## src/rtl/tod_alarm_pkg.sv

```systemverilog
package tod_alarm_pkg;
  localparam int unsigned DW = 8;
  localparam int unsigned AW = 4;
  localparam int unsigned NFIELD = 3;  // seconds, minutes, hours
  localparam int unsigned NEVT = 3;    // [2]=periodic [1]=alarm [0]=update-ended

  localparam logic [AW-1:0] IDX_CTRL = 4'd11;
  localparam logic [AW-1:0] IDX_FLAG = 4'd12;

  // lowest bit of the event group inside control and flag registers
  localparam int unsigned EVT_LSB = 4;
  localparam int unsigned SUM_BIT = 7;

  // alarm byte for field f sits at index 2f+1
  function automatic logic [AW-1:0] alarm_idx(input int unsigned f);
    return AW'(2 * f + 1);
  endfunction
endpackage

```

## src/rtl/tod_alarm_regs.sv

```systemverilog
module tod_alarm_regs
  import tod_alarm_pkg::*;
(
  input  logic                         clk_i,
  input  logic                         rst_ni,
  input  logic                         wr_i,
  input  logic [AW-1:0]                addr_i,
  input  logic [DW-1:0]                wdata_i,
  output logic [NFIELD-1:0][DW-1:0]    alarm_o,
  output logic [NEVT-1:0]              en_o
);
  for (genvar f = 0; f < NFIELD; f++) begin : g_alarm
    always_ff @(posedge clk_i or negedge rst_ni) begin
      if (!rst_ni)                               alarm_o[f] <= '0;
      else if (wr_i && addr_i == alarm_idx(f))   alarm_o[f] <= wdata_i;
    end
  end

  always_ff @(posedge clk_i or negedge rst_ni) begin
    if (!rst_ni)                         en_o <= '0;
    else if (wr_i && addr_i == IDX_CTRL) en_o <= wdata_i[EVT_LSB +: NEVT];
  end
endmodule

```

## src/rtl/tod_alarm_match.sv

```systemverilog
module tod_alarm_match
  import tod_alarm_pkg::*;
(
  input  logic                      clk_i,
  input  logic                      rst_ni,
  input  logic [NFIELD-1:0][DW-1:0] time_i,
  input  logic [NFIELD-1:0][DW-1:0] alarm_i,
  output logic                      match_o
);
  logic [NFIELD-1:0] hit;

  for (genvar f = 0; f < NFIELD; f++) begin : g_cmp
    assign hit[f] = (&alarm_i[f][DW-1:DW-2]) || (alarm_i[f] == time_i[f]);
  end

  assign match_o = &hit;

  assert_wild_R4: assert property (@(posedge clk_i) disable iff (!rst_ni)
    (&alarm_i[0][DW-1:DW-2] && &alarm_i[1][DW-1:DW-2] && &alarm_i[2][DW-1:DW-2]) |-> match_o);
  assert_exact_R3: assert property (@(posedge clk_i) disable iff (!rst_ni)
    (time_i == alarm_i) |-> match_o);
endmodule

```

## src/rtl/tod_irq_flags.sv

```systemverilog
module tod_irq_flags
  import tod_alarm_pkg::*;
(
  input  logic            clk_i,
  input  logic            rst_ni,
  input  logic [NEVT-1:0] evt_i,
  input  logic [NEVT-1:0] en_i,
  input  logic            rd_clr_i,
  output logic [NEVT-1:0] flags_o,
  output logic            sum_o
);
  logic [NEVT-1:0] flags_q;

  // clear-on-read first, then fresh events, so none is lost
  always_ff @(posedge clk_i or negedge rst_ni) begin
    if (!rst_ni) flags_q <= '0;
    else         flags_q <= (rd_clr_i ? '0 : flags_q) | evt_i;
  end

  assign flags_o = flags_q;
  assign sum_o   = |(flags_q & en_i);

  assert_rd_clear_R9: assert property (@(posedge clk_i) disable iff (!rst_ni)
    (rd_clr_i && evt_i == '0) |=> flags_q == '0);
  assert_evt_kept_R10: assert property (@(posedge clk_i) disable iff (!rst_ni)
    evt_i[2] |=> flags_q[2]);
  assert_no_en_quiet_R8: assert property (@(posedge clk_i) disable iff (!rst_ni)
    (en_i == '0) |-> !sum_o);
  assert_alarm_needs_upd_R5: assert property (@(posedge clk_i) disable iff (!rst_ni)
    $rose(flags_q[1]) |-> $past(evt_i[0]));
endmodule

```

## src/rtl/tod_alarm_irq.sv

```systemverilog
module tod_alarm_irq
  import tod_alarm_pkg::*;
(
  input  logic          clk_i,
  input  logic          rst_ni,
  input  logic [DW-1:0] sec_i,
  input  logic [DW-1:0] min_i,
  input  logic [DW-1:0] hour_i,
  input  logic          upd_done_i,
  input  logic          tick_i,
  input  logic [AW-1:0] addr_i,
  input  logic          wr_i,
  input  logic [DW-1:0] wdata_i,
  input  logic          rd_i,
  output logic [DW-1:0] rdata_o,
  output logic          irq_o
);
  logic [NFIELD-1:0][DW-1:0] alarm, tod;
  logic [NEVT-1:0]           en, flags, evt;
  logic                      match, sum, rd_flag;

  assign tod     = {hour_i, min_i, sec_i};
  assign rd_flag = rd_i && addr_i == IDX_FLAG;
  assign evt     = {tick_i, upd_done_i && match, upd_done_i};

  tod_alarm_regs u_regs (
    .clk_i, .rst_ni, .wr_i, .addr_i, .wdata_i,
    .alarm_o(alarm), .en_o(en)
  );

  tod_alarm_match u_match (
    .clk_i, .rst_ni, .time_i(tod), .alarm_i(alarm), .match_o(match)
  );

  tod_irq_flags u_flags (
    .clk_i, .rst_ni, .evt_i(evt), .en_i(en), .rd_clr_i(rd_flag),
    .flags_o(flags), .sum_o(sum)
  );

  always_comb begin
    rdata_o = '0;
    for (int f = 0; f < NFIELD; f++)
      if (addr_i == alarm_idx(f)) rdata_o = alarm[f];
    if (addr_i == IDX_CTRL) rdata_o[EVT_LSB +: NEVT] = en;
    if (addr_i == IDX_FLAG) begin
      rdata_o[EVT_LSB +: NEVT] = flags;
      rdata_o[SUM_BIT]         = sum;
    end
  end

  assign irq_o = sum;

  assert_flag_ro_R11: assert property (@(posedge clk_i) disable iff (!rst_ni)
    (wr_i && addr_i == IDX_FLAG && !rd_i && !tick_i && !upd_done_i) |=> $stable(flags));
  assert_irq_sum_R8: assert property (@(posedge clk_i) disable iff (!rst_ni)
    (addr_i == IDX_FLAG) |-> (rdata_o[SUM_BIT] == irq_o));
endmodule

```

## config.mk

```make
export PLATFORM = sky130hd
export DESIGN_NAME = tod_alarm_irq
export DESIGN_NICKNAME = d
export VERILOG_FILES = /design/src/rtl/tod_alarm_pkg.sv /design/src/rtl/tod_alarm_regs.sv /design/src/rtl/tod_alarm_match.sv /design/src/rtl/tod_irq_flags.sv /design/src/rtl/tod_alarm_irq.sv
export SDC_FILE = /design/constraint.sdc
export NUM_CORES = 1
export LEC_CHECK = 0
export BUFFER_PORTS_ARGS = -buffer_cell sky130_fd_sc_hd__buf_2
export CAP_MARGIN = 40
export CORE_MARGIN = 10
export CORE_UTILIZATION = 47
export DETAILED_ROUTE_END_ITERATION = 10
export PLACE_DENSITY = 0.76
export REMOVE_ABC_BUFFERS = 1
export SLEW_MARGIN = 30
export SYNTH_ARGS = -nofsm -noshare
export SYNTH_HDL_FRONTEND = slang
export SYNTH_HIERARCHICAL = 1
export SYNTH_SLANG_ARGS = --single-unit
```

## constraint.sdc

```tcl
create_clock -name clk_i -period 1.35 [get_ports clk_i]
set_input_delay 0.27 -clock clk_i [delete_from_list [all_inputs] [get_ports clk_i]]
set_output_delay 0.27 -clock clk_i [all_outputs]
set_load 0.01 [all_outputs]
```

==> summary.txt, run 1 <==
Synthesis
  – Asr flop ratio synth: 1.00
  – Share of the synthesized area in the top cell type: 0.401
  – Count leader, synth: dfrtp_1
  – Area contributors post-synth: dfrtp_1 (40%), mux2_4 (19%), xor2_1 (11%)
  – Post-synth top cells: dfrtp_1 (30), mux2_4 (24), xor2_1 (24), nor2_1 (12)
  – Synth Instances: 159
  – Primary FF master, synth: dfrtp_1
  – Cell Area, Synth: approximately 1900 um^2
  – Post-synth cell types: 31
  – Register bit total from synthesis: 30
  – Yosys top cell by area: dfrtp_1
  – Sequential cell area fraction in the yosys report: 0.401
  – YS warnings: 6
  – Avg Cell Area, Syn: around 12 um^2
  – Post-synth EDFFs: 0

STA
  – Final min period: approximately 1.7 ns
  – Final setup viols: 10
  – Rel. slew slack: 0.759
  – Worst Tran Pin Value: 0.362 ns
  – Final setup margin: -0.378 ns
  – Final Max Tran Viols: 0
  – Total negative slack: -2.48 ns
  – Tcrit/Tclk final: 1.28
  – Clk_skew: between 0.01 and 0.015 ns
  – Fin. Hold Viols: 0
  – RSZ-0062 raised after global routing: true
  – Maximum clock frequency: 579 MHz

Routing
  – Vias: ~1,700
  – Routed Antenna Nets: 0
  – 1st-iter DRT viols: roughly 110
  – Residual DRC: 0
  – Drt total wl: 6050 um
  – Vias/cell: between 5 and 6
  – DR pass1 iterations: 4
  – Per-cell routed wire length: 19.0 um

CTS
  – CTS tree: yes
  – CTS root buf: clkbuf_8
  – Worst skew pair latency: around 0.29 ns
  – CTS Buffer Depth: 2
  – Clk slew on worst S/H paths: 0.07 ns
  – CTS Sinks: 30
  – Cts bufs inserted: 5
  – Htree depth: 2

Floorplanning
  – Site Rows: 22
  – Die area: 6900 um^2
  – Width of the die: a little over 80 um
  – Core ar.: 3740 um^2
  – IO Count: 51
  – Starting density of the core: 0.500
  – Chip height: 83.1 um

Setup path
  – Critical path buffer and inverter count: 2
  – Setup crit end kind: primary output
  – CP max FO: 2
  – Delay-heaviest family, CP: flip-flops
  – Arrival @ worst endpoint: 1.46 ns
  – Crit-path slowest cell: dfrtp_1
  – Worst reg2reg path depth: 7
  – Worst Setup Path Type: register to primary output
  – CP required: around 1.1 ns
  – Instance count on the critical path: 5
  – Critical path's largest stage delay: ~0.39 ns
  – Critical-path cell list: buf_4 > mux2_2 > a22oi_2 > a21oi_1 > buf_2
  – CP startpoint kind: register

Worst hold path
  – Min-Delay Path Depth: 2
  – HP Class: input port to register

Cells and area
  – N_diodes: 0
  – Area Overhead vs Synth: 55.1%
  – Filler cells: 229
  – Design area: approximately 2900 um^2
  – Final net count: approximately 310
  – Share of cells above drive strength 1: 0.631
  – Final core utilization: 0.775
  – Non-Filler Instances: 319

Global route
  – Total gr overflow: 0
  – First-pass GRT wire length: 8830 um
  – Largest net degree at the start of global routing: 19
  – Initial antenna violation count: 0
  – Number of global-route vias before repair: ~1,800
  – GRT Resource Usage Total: 0.156

Placed design
  – Dpl cell area: roughly 2500 um^2
  – Buffers on Ports: 50
  – Placed instance count: 297
  – Pre-CTS WS: -0.263 ns
  – RePlAce Congestion: 0.887
  – Dpl hpwl: 4130 um

Pwr
  – Pwr/cell area: ~1200 nW/um^2
  – Worst vdd ir: 0.800 mV
  – Leak pwr: 1.46 nW

Run
  – Max Cap Viol: 0

Run status
  – Status: finished with violations
  – Failing checks: negative setup slack
==> where the power goes <==
group / switching, mW / internal (mW)
sequential: 0.156 / 1.09
clock: 0.361 / 0.515
combinational: 0.537 / 0.823
==> path summary, 6_finish.rpt <==
| check | slack, ns | end | from |
|---|---|---|---|
| worst max-delay path | -0.38 | rdata_o[7] | u_regs/alarm_o[23] |
| worst min-delay path | 0.15 | u_flags/flags_o[2] | tick_i |
| worst max register to register | -0.26 | u_flags/flags_o[1] | u_regs/alarm_o[0] |
| worst min register to register | 0.52 | u_flags/flags_o[2] | u_flags/flags_o[2] |
| max in group asynchronous | 0.52 | u_regs/alarm_o[20] | rst_ni |
| min in group asynchronous | 0.41 | u_regs/alarm_o[12] | rst_ni |
==> per-stage QoR <==
step / power (mW) / hold WS (ns)
3_3_place_gp: 2.32 / 0.188
4_1_cts: 3.33 / 0.150
2_1_floorplan: 1.77 / -0.0256
3_5_place_dp: 2.35 / 0.189
5_1_grt: 3.65 / 0.164
6_report: 3.48 / 0.152
==> cell families after synthesis <==
family / Yosys count / synth area share
AOI/OAI and AO/OA: 27 / 0.0890
xor gates and xnor gates: 24 / 0.112
buffers and inverters: 9 / 0.0281
DFF: 30 / 0.401
muxes: 29 / 0.223
and+or+nand+nor: 40 / 0.146
==> state kept, by name, summed over array words and instances, names as in the netlist <==
signal and flops:
u_flags/flags_o 3, u_regs/alarm_o 24, u_regs/en_o 3
==> area by class of cell <==
cell class / count / area (um^2) / area share
multi-input combinational: 120 / 1180 / 0.407
timing repair buffer: 107 / 777 / 0.268
sequential: 30 / 751 / 0.259
clock buffer: 8 / 110 / 0.0380
tap: 48 / 60.1 / 0.0207
inverter: 6 / 22.5 / 0.00777
==> cells in the final DEF (no fill, tap or decap), types with 2 or more instances in the layout <==
cell / synthesis / final
buf_2: 0 / 46
dfrtp_1: 30 / 30
a21oi_1: 8 / 3
inv_2: 0 / 2
buf_4: 1 / 46
buf_6: 2 / 9
inv_1: 6 / 4
mux2_4: 24 / 25
clkbuf_8: 0 / 8
nor4_2: 0 / 4
mux2_1: 3 / 3
buf_12: 0 / 3
xor2_1: 24 / 23
nand2_4: 0 / 4
nand2_1: 7 / 2
a21o_1: 3 / 3
o21ai_1: 0 / 6
nand2_2: 2 / 3
a32oi_1: 2 / 2
a22oi_1: 4 / 3
o21ai_2: 0 / 2
nor2_1: 12 / 11
nor4_1: 6 / 2
buf_8: 0 / 2
a21oi_2: 0 / 5
==> layer usage <==
layer,up-vias,track usage,wire length (um)
li1,790,-,-
met1,859,0.179,2530
met2,49,0.262,3190
met3,11,0.0430,226
met4,0,0.0662,116
met5,-,0,0
==> timing repair <==
item / 4_1_cts / 5_1_grt
resized for setup: 12 / 44
hold buffers: 1 / 0
pin swaps: 8 / 21
buffers inserted: 10 / 3
hold endpoints to repair: 12 / 0
endpoints found under the setup margin: 10 / 18
(Power assumes the default switching activity.)
==> run 2: changes to the inputs <==
- SKIP_CTS_REPAIR_TIMING: default -> 1
==> run 2 against run 1 <==
The run still ends with negative setup slack left; first-iteration DRC count increased by 38%; total power decreased by 1.6%; worst setup slack got worse by 0.011 ns; global-route usage decreased by 0.61 points; via count increased by 0.18%; cell count decreased by 1.9%; register-to-register slack improved by 0.04 ns; critical endpoint is now rdata_o[6].
==> summary.txt, run 2 (synthesized netlist as in run 1, its figures left out) <==
Cells and area
  – Design area: about 2900 um^2
  – Reg with most FFs: u_regs/alarm_o
  – Largest register FFs: 24
  – Area Overhead vs Synth: 52.6%
  – Filler cells: 229
  – N_diodes: 0
  – Commonest non-fill, non-tap cell in the layout: buf_2
  – Final net count: 306
  – Highest-count cells in the layout ignoring fill and taps: buf_2 (46), buf_4 (40), dfrtp_1 (30), xor2_1 (24), mux2_4 (24)
  – Share of cells above drive strength 1: 0.626
  – FF+latch area: ~750 um^2
  – Area of the multi-input gates: 1180 um^2

STA
  – RSZ-0062 raised after global routing: true
  – Final Max Tran Viols: 0
  – Total negative slack: -2.60 ns
  – Maximum clock frequency: 575 MHz
  – Worst Tran Pin Value: 0.359 ns
  – Final setup viols: 10
  – Rel. slew slack: 0.761
  – Final min period: 1.74 ns
  – Clk_skew: 0.00462 ns
  – Fin. Hold Viols: 0
  – Final setup margin: -0.390 ns
  – Tcrit/Tclk final: 1.29

Setup path
  – Critical-path cell list: buf_6 > mux2_2 > a21oi_2 > o22ai_1 > buf_2
  – Delay-heaviest family, CP: flip-flops
  – CP startpoint kind: register
  – CP required: 1.08 ns
  – Setup crit end kind: primary output
  – Critical path buffer and inverter count: 2
  – CP max FO: 3
  – Critical path's largest stage delay: 0.39 ns
  – Crit-path slowest cell: dfrtp_1
  – Worst Setup Path Type: register to primary output
  – Arrival @ worst endpoint: 1.47 ns

Floorplanning
  – IO Count: 51
  – Width of the die: 83.1 um
  – Core ar.: roughly 3700 um^2
  – Site Rows: 22
  – Die area: 6900 um^2
  – Starting density of the core: 0.500
  – Chip height: 83.1 um

Pwr
  – Pwr/cell area: between 1000 and 1500 nW/um^2
  – Pwr Total: 3.43 mW
  – Worst vdd ir: 0.805 mV
  – Leak pwr: 1.43 nW

Placed design
  – Buffers on Ports: 50
  – Dpl hpwl: 4130 um
  – Dpl cell area: 2510 um^2
  – Pre-CTS WS: -0.263 ns
  – RePlAce Congestion: 0.887

CTS
  – CTS tree: yes
  – CTS Sinks: 30
  – Cts bufs inserted: 5
  – CTS root buf: clkbuf_8
  – Htree depth: 2
  – Clk slew on worst S/H paths: roughly 0.06 ns
  – CTS Buffer Depth: 2
  – Worst skew pair latency: around 0.29 ns

Run status
  – Failing checks: negative setup slack
  – Status: finished with violations

Routing
  – Vias: 1,712
  – DR pass1 iterations: 5
  – Drt total wl: 6120 um
  – Per-cell routed wire length: 19.5 um
  – 1st-iter DRT viols: roughly 150
  – Vias/cell: ~5.5
  – Routed Antenna Nets: 0
  – Residual DRC: 0

Global route
  – First-pass GRT wire length: 8510 um
  – Initial antenna violation count: 0
  – GRT Resource Usage Total: 0.149
  – Number of global-route vias before repair: between 1,500 and 2,000
  – Total gr overflow: 0
  – Largest net degree at the start of global routing: 19

Run
  – Max Cap Viol: 0

Worst hold path
  – HP Class: input port to register
## run 2: cell type report
cell class | count | area share
Inverter | 6 | 0.00789
Timing Repair Buffer | 101 | 0.255
Tap cell | 48 | 0.0210
Sequential cell | 30 | 0.263
Multi-Input combinational cell | 120 | 0.415
Clock buffer | 8 | 0.0386
## run 2: worst reg2reg max path: cells and delay by family (launching register included)
kind,cells,cell delay [ns]
AND/OR/NAND/NOR,3,0.69
flip-flops,1,0.42
AO/OA/AOI/OAI,2,0.21
XOR/XNOR,1,0.20
## run 2: metal layers
metal / GRT usage / routed length [um] / vias up
met1: 0.175 / 2540 / 852
met4: 0.0631 / 189 / 0
met2: 0.250 / 3160 / 59
met3: 0.0400 / 229 / 22
met5: 0 / 0 / -
li1: - / - / 779
## run 2: through the flow
stage	hold WS, ns	std cells	utilization
finish	0.157	313	0.763
floorplan	-0.0256	156	-
global route	0.172	313	0.763
global placement	0.188	297	0.671
detailed placement	0.189	297	0.671
CTS	-0.122	305	0.700
## run 2: where the power goes
| group | switching, mW | total [mW] | internal (mW) |
|---|---|---|---|
| logic | 0.538 | 1.32 | 0.778 |
| clock network | 0.350 | 0.864 | 0.514 |
| registers | 0.157 | 1.25 | 1.09 |
## run 2: worst paths after layout
path | cells after the start | endpoint | slack (ns) | start
worst max register to register | 6 | u_flags/flags_o[1] | -0.22 | u_regs/alarm_o[22]
worst min register to register | 1 | u_flags/flags_o[2] | 0.52 | u_flags/flags_o[2]
worst max-delay path | 5 | rdata_o[6] | -0.39 | u_regs/alarm_o[6]
min in group asynchronous | 2 | u_regs/alarm_o[2] | 0.41 | rst_ni
worst min-delay path | 2 | u_flags/flags_o[2] | 0.16 | tick_i
max in group asynchronous | 3 | u_regs/alarm_o[21] | 0.52 | rst_ni
==> run 3: changes to the inputs <==
- CELL_PAD_IN_SITES_DETAIL_PLACEMENT: default -> 0
- CELL_PAD_IN_SITES_GLOBAL_PLACEMENT: default -> 2
- CORE_UTILIZATION: 47 -> 30
- PLACE_DENSITY: 0.76 -> default
- PLACE_DENSITY_LB_ADDON: default -> 0.1
==> run 3 against run 2 <==
The run still ends with negative setup slack left; clock-buffer cell count is 1 lower; sequential cell count unchanged; global-route usage is 3.1 points lower; maximum frequency is 0.53% lower; via count down 5.0%; critical path depth did not move; register-to-register slack barely moved; design area rose by 2.4%; worst hold slack improved by 0.017 ns; combinational power hardly changed; total power shrank 3.5%; die area rose by 42%.
==> summary.txt, run 3 (synthesized netlist as in run 1, its figures left out) <==
Routing
  – Routed Antenna Nets: 0
  – Residual DRC: 0
  – Vias/cell: about 4.7
  – Per-cell routed wire length: 17.0 um
  – Vias: 1,626
  – 1st-iter DRT viols: 118
  – Drt total wl: 5840 um
  – DR pass1 iterations: 4

STA
  – RSZ-0062 raised after global routing: true
  – Fin. Hold Viols: 0
  – Maximum clock frequency: around 570 MHz
  – Final setup margin: -0.399 ns
  – Final min period: around 1.7 ns
  – Total negative slack: -2.34 ns
  – Rel. slew slack: 0.756
  – Clk_skew: 0.00375 ns
  – Final setup viols: 10
  – Final Max Tran Viols: 0
  – Tcrit/Tclk final: 1.30
  – Worst Tran Pin Value: 0.362 ns

Cells and area
  – Reg with most FFs: u_regs/alarm_o
  – Largest register FFs: 24
  – Highest-count cells in the layout ignoring fill and taps: buf_4 (45), buf_2 (45), dfrtp_1 (30), xor2_1 (24), mux2_4 (24)
  – Final core utilization: 0.488
  – Final net count: 310
  – Share of cells above drive strength 1: 0.636
  – N_diodes: 0
  – Area Overhead vs Synth: 56.3%

Placed design
  – Dpl hpwl: 4530 um
  – RePlAce Congestion: 0.806
  – Pre-CTS WS: -0.267 ns
  – Buffers on Ports: 50

Run
  – Max Cap Viol: 0

CTS
  – Cts bufs inserted: 5
  – Htree depth: 2
  – CTS Sinks: 30
  – CTS Buffer Depth: 2
  – Worst skew pair latency: 0.28 ns
  – CTS root buf: clkbuf_8
  – Clk slew on worst S/H paths: 0.06 ns
  – CTS tree: yes

Global route
  – Total gr overflow: 0
  – Number of global-route vias before repair: 1,739
  – First-pass GRT wire length: between 9000 and 10,000 um
  – GRT Resource Usage Total: 0.119
  – Largest net degree at the start of global routing: 19
  – Initial antenna violation count: 0

Floorplanning
  – Width of the die: 99.0 um
  – Starting density of the core: 0.312
  – Die area: 9790 um^2
  – Core ar.: 5990 um^2
  – Site Rows: 28
  – Chip height: 99.0 um
  – IO Count: a little over 50

Setup path
  – Arrival @ worst endpoint: between 1 and 1.5 ns
  – CP max FO: 3
  – CP startpoint kind: register
  – Worst Setup Path Type: register to primary output
  – CP required: 1.08 ns
  – Setup crit end kind: primary output

Pwr
  – Cell internal pwr: 2.31 mW
  – Leak pwr: 1.44 nW
  – Switching Fraction: 0.303
  – Worst vdd ir: 0.795 mV
  – Switching Power: 1.00 mW
  – Sequential Power Share: 0.379
  – Clock power frac: 0.229
  – Comb pwr share: 0.392
  – Pwr/cell area: 1130 nW/um^2

Worst hold path
  – HP Class: input port to register

Run status
  – Status: finished with violations
  – Failing checks: negative setup slack
run 3: stage by stage:
step                      cells  instance area [um^2]  hold WS, ns  power [mW]
after floorplan             156                  1840      -0.0256        1.77
after global routing        344                  2920        0.177        3.51
after global placement      325                  2560        0.197        2.37
final                       344                  2920        0.174        3.31
after CTS                   333                  2660       -0.104        3.15
after detailed placement    325                  2560        0.207        2.38
run 3: area by class of cell:
cell class | count | area (um^2)
Sequential cell | 30 | 751
Fill cell | 558 | 3070
Clock inverter | 1 | 5.00
Tap cell | 75 | 93.8
Multi-Input combinational cell | 120 | 1180
Timing Repair Buffer | 105 | 783
Inverter | 6 | 22.5
Clock buffer | 7 | 86.3
run 3: critical path, cell delays in order (launching register included):
cell and delay (ns):
dfrtp_1 0.41, buf_4 0.15, mux2_2 0.26, a21oi_2 0.15
o22ai_1 0.09, buf_2 0.15
run 3: worst paths after layout:
kind / slack (ns) / to / start / cells past startpoint
setup / recovery: -0.40 / rdata_o[6] / u_regs/alarm_o[6] / 5
hold / removal: 0.17 / u_flags/flags_o[2] / tick_i / 2
setup reg to reg: -0.22 / u_flags/flags_o[1] / u_regs/alarm_o[6] / 8
hold reg to reg: 0.54 / u_regs/en_o[2] / u_regs/en_o[2] / 1
max in group asynchronous: 0.49 / u_flags/flags_o[0] / rst_ni / 3
min in group asynchronous: 0.44 / u_regs/alarm_o[19] / rst_ni / 2
run 3: power groups by stage:
| stage | clock [mW] | combinational [mW] | sequential, mW |
|---|---|---|---|
| finish | 0.758 | 1.30 | 1.25 |
| floorplan | 0 | 0.518 | 1.25 |
| global route | 0.817 | 1.41 | 1.28 |
| CTS | 0.781 | 1.12 | 1.25 |
| global placement | 0 | 1.10 | 1.26 |
| detailed placement | 0 | 1.12 | 1.26 |
run 3: routing by layer:
layer	GRT usage	vias up	part of all wire
met1	0.154	798	0.45
met3	0.0342	4	0.050
li1	-	786	-
met5	0	-	0
met2	0.185	38	0.50
met4	0.0364	0	0.0050
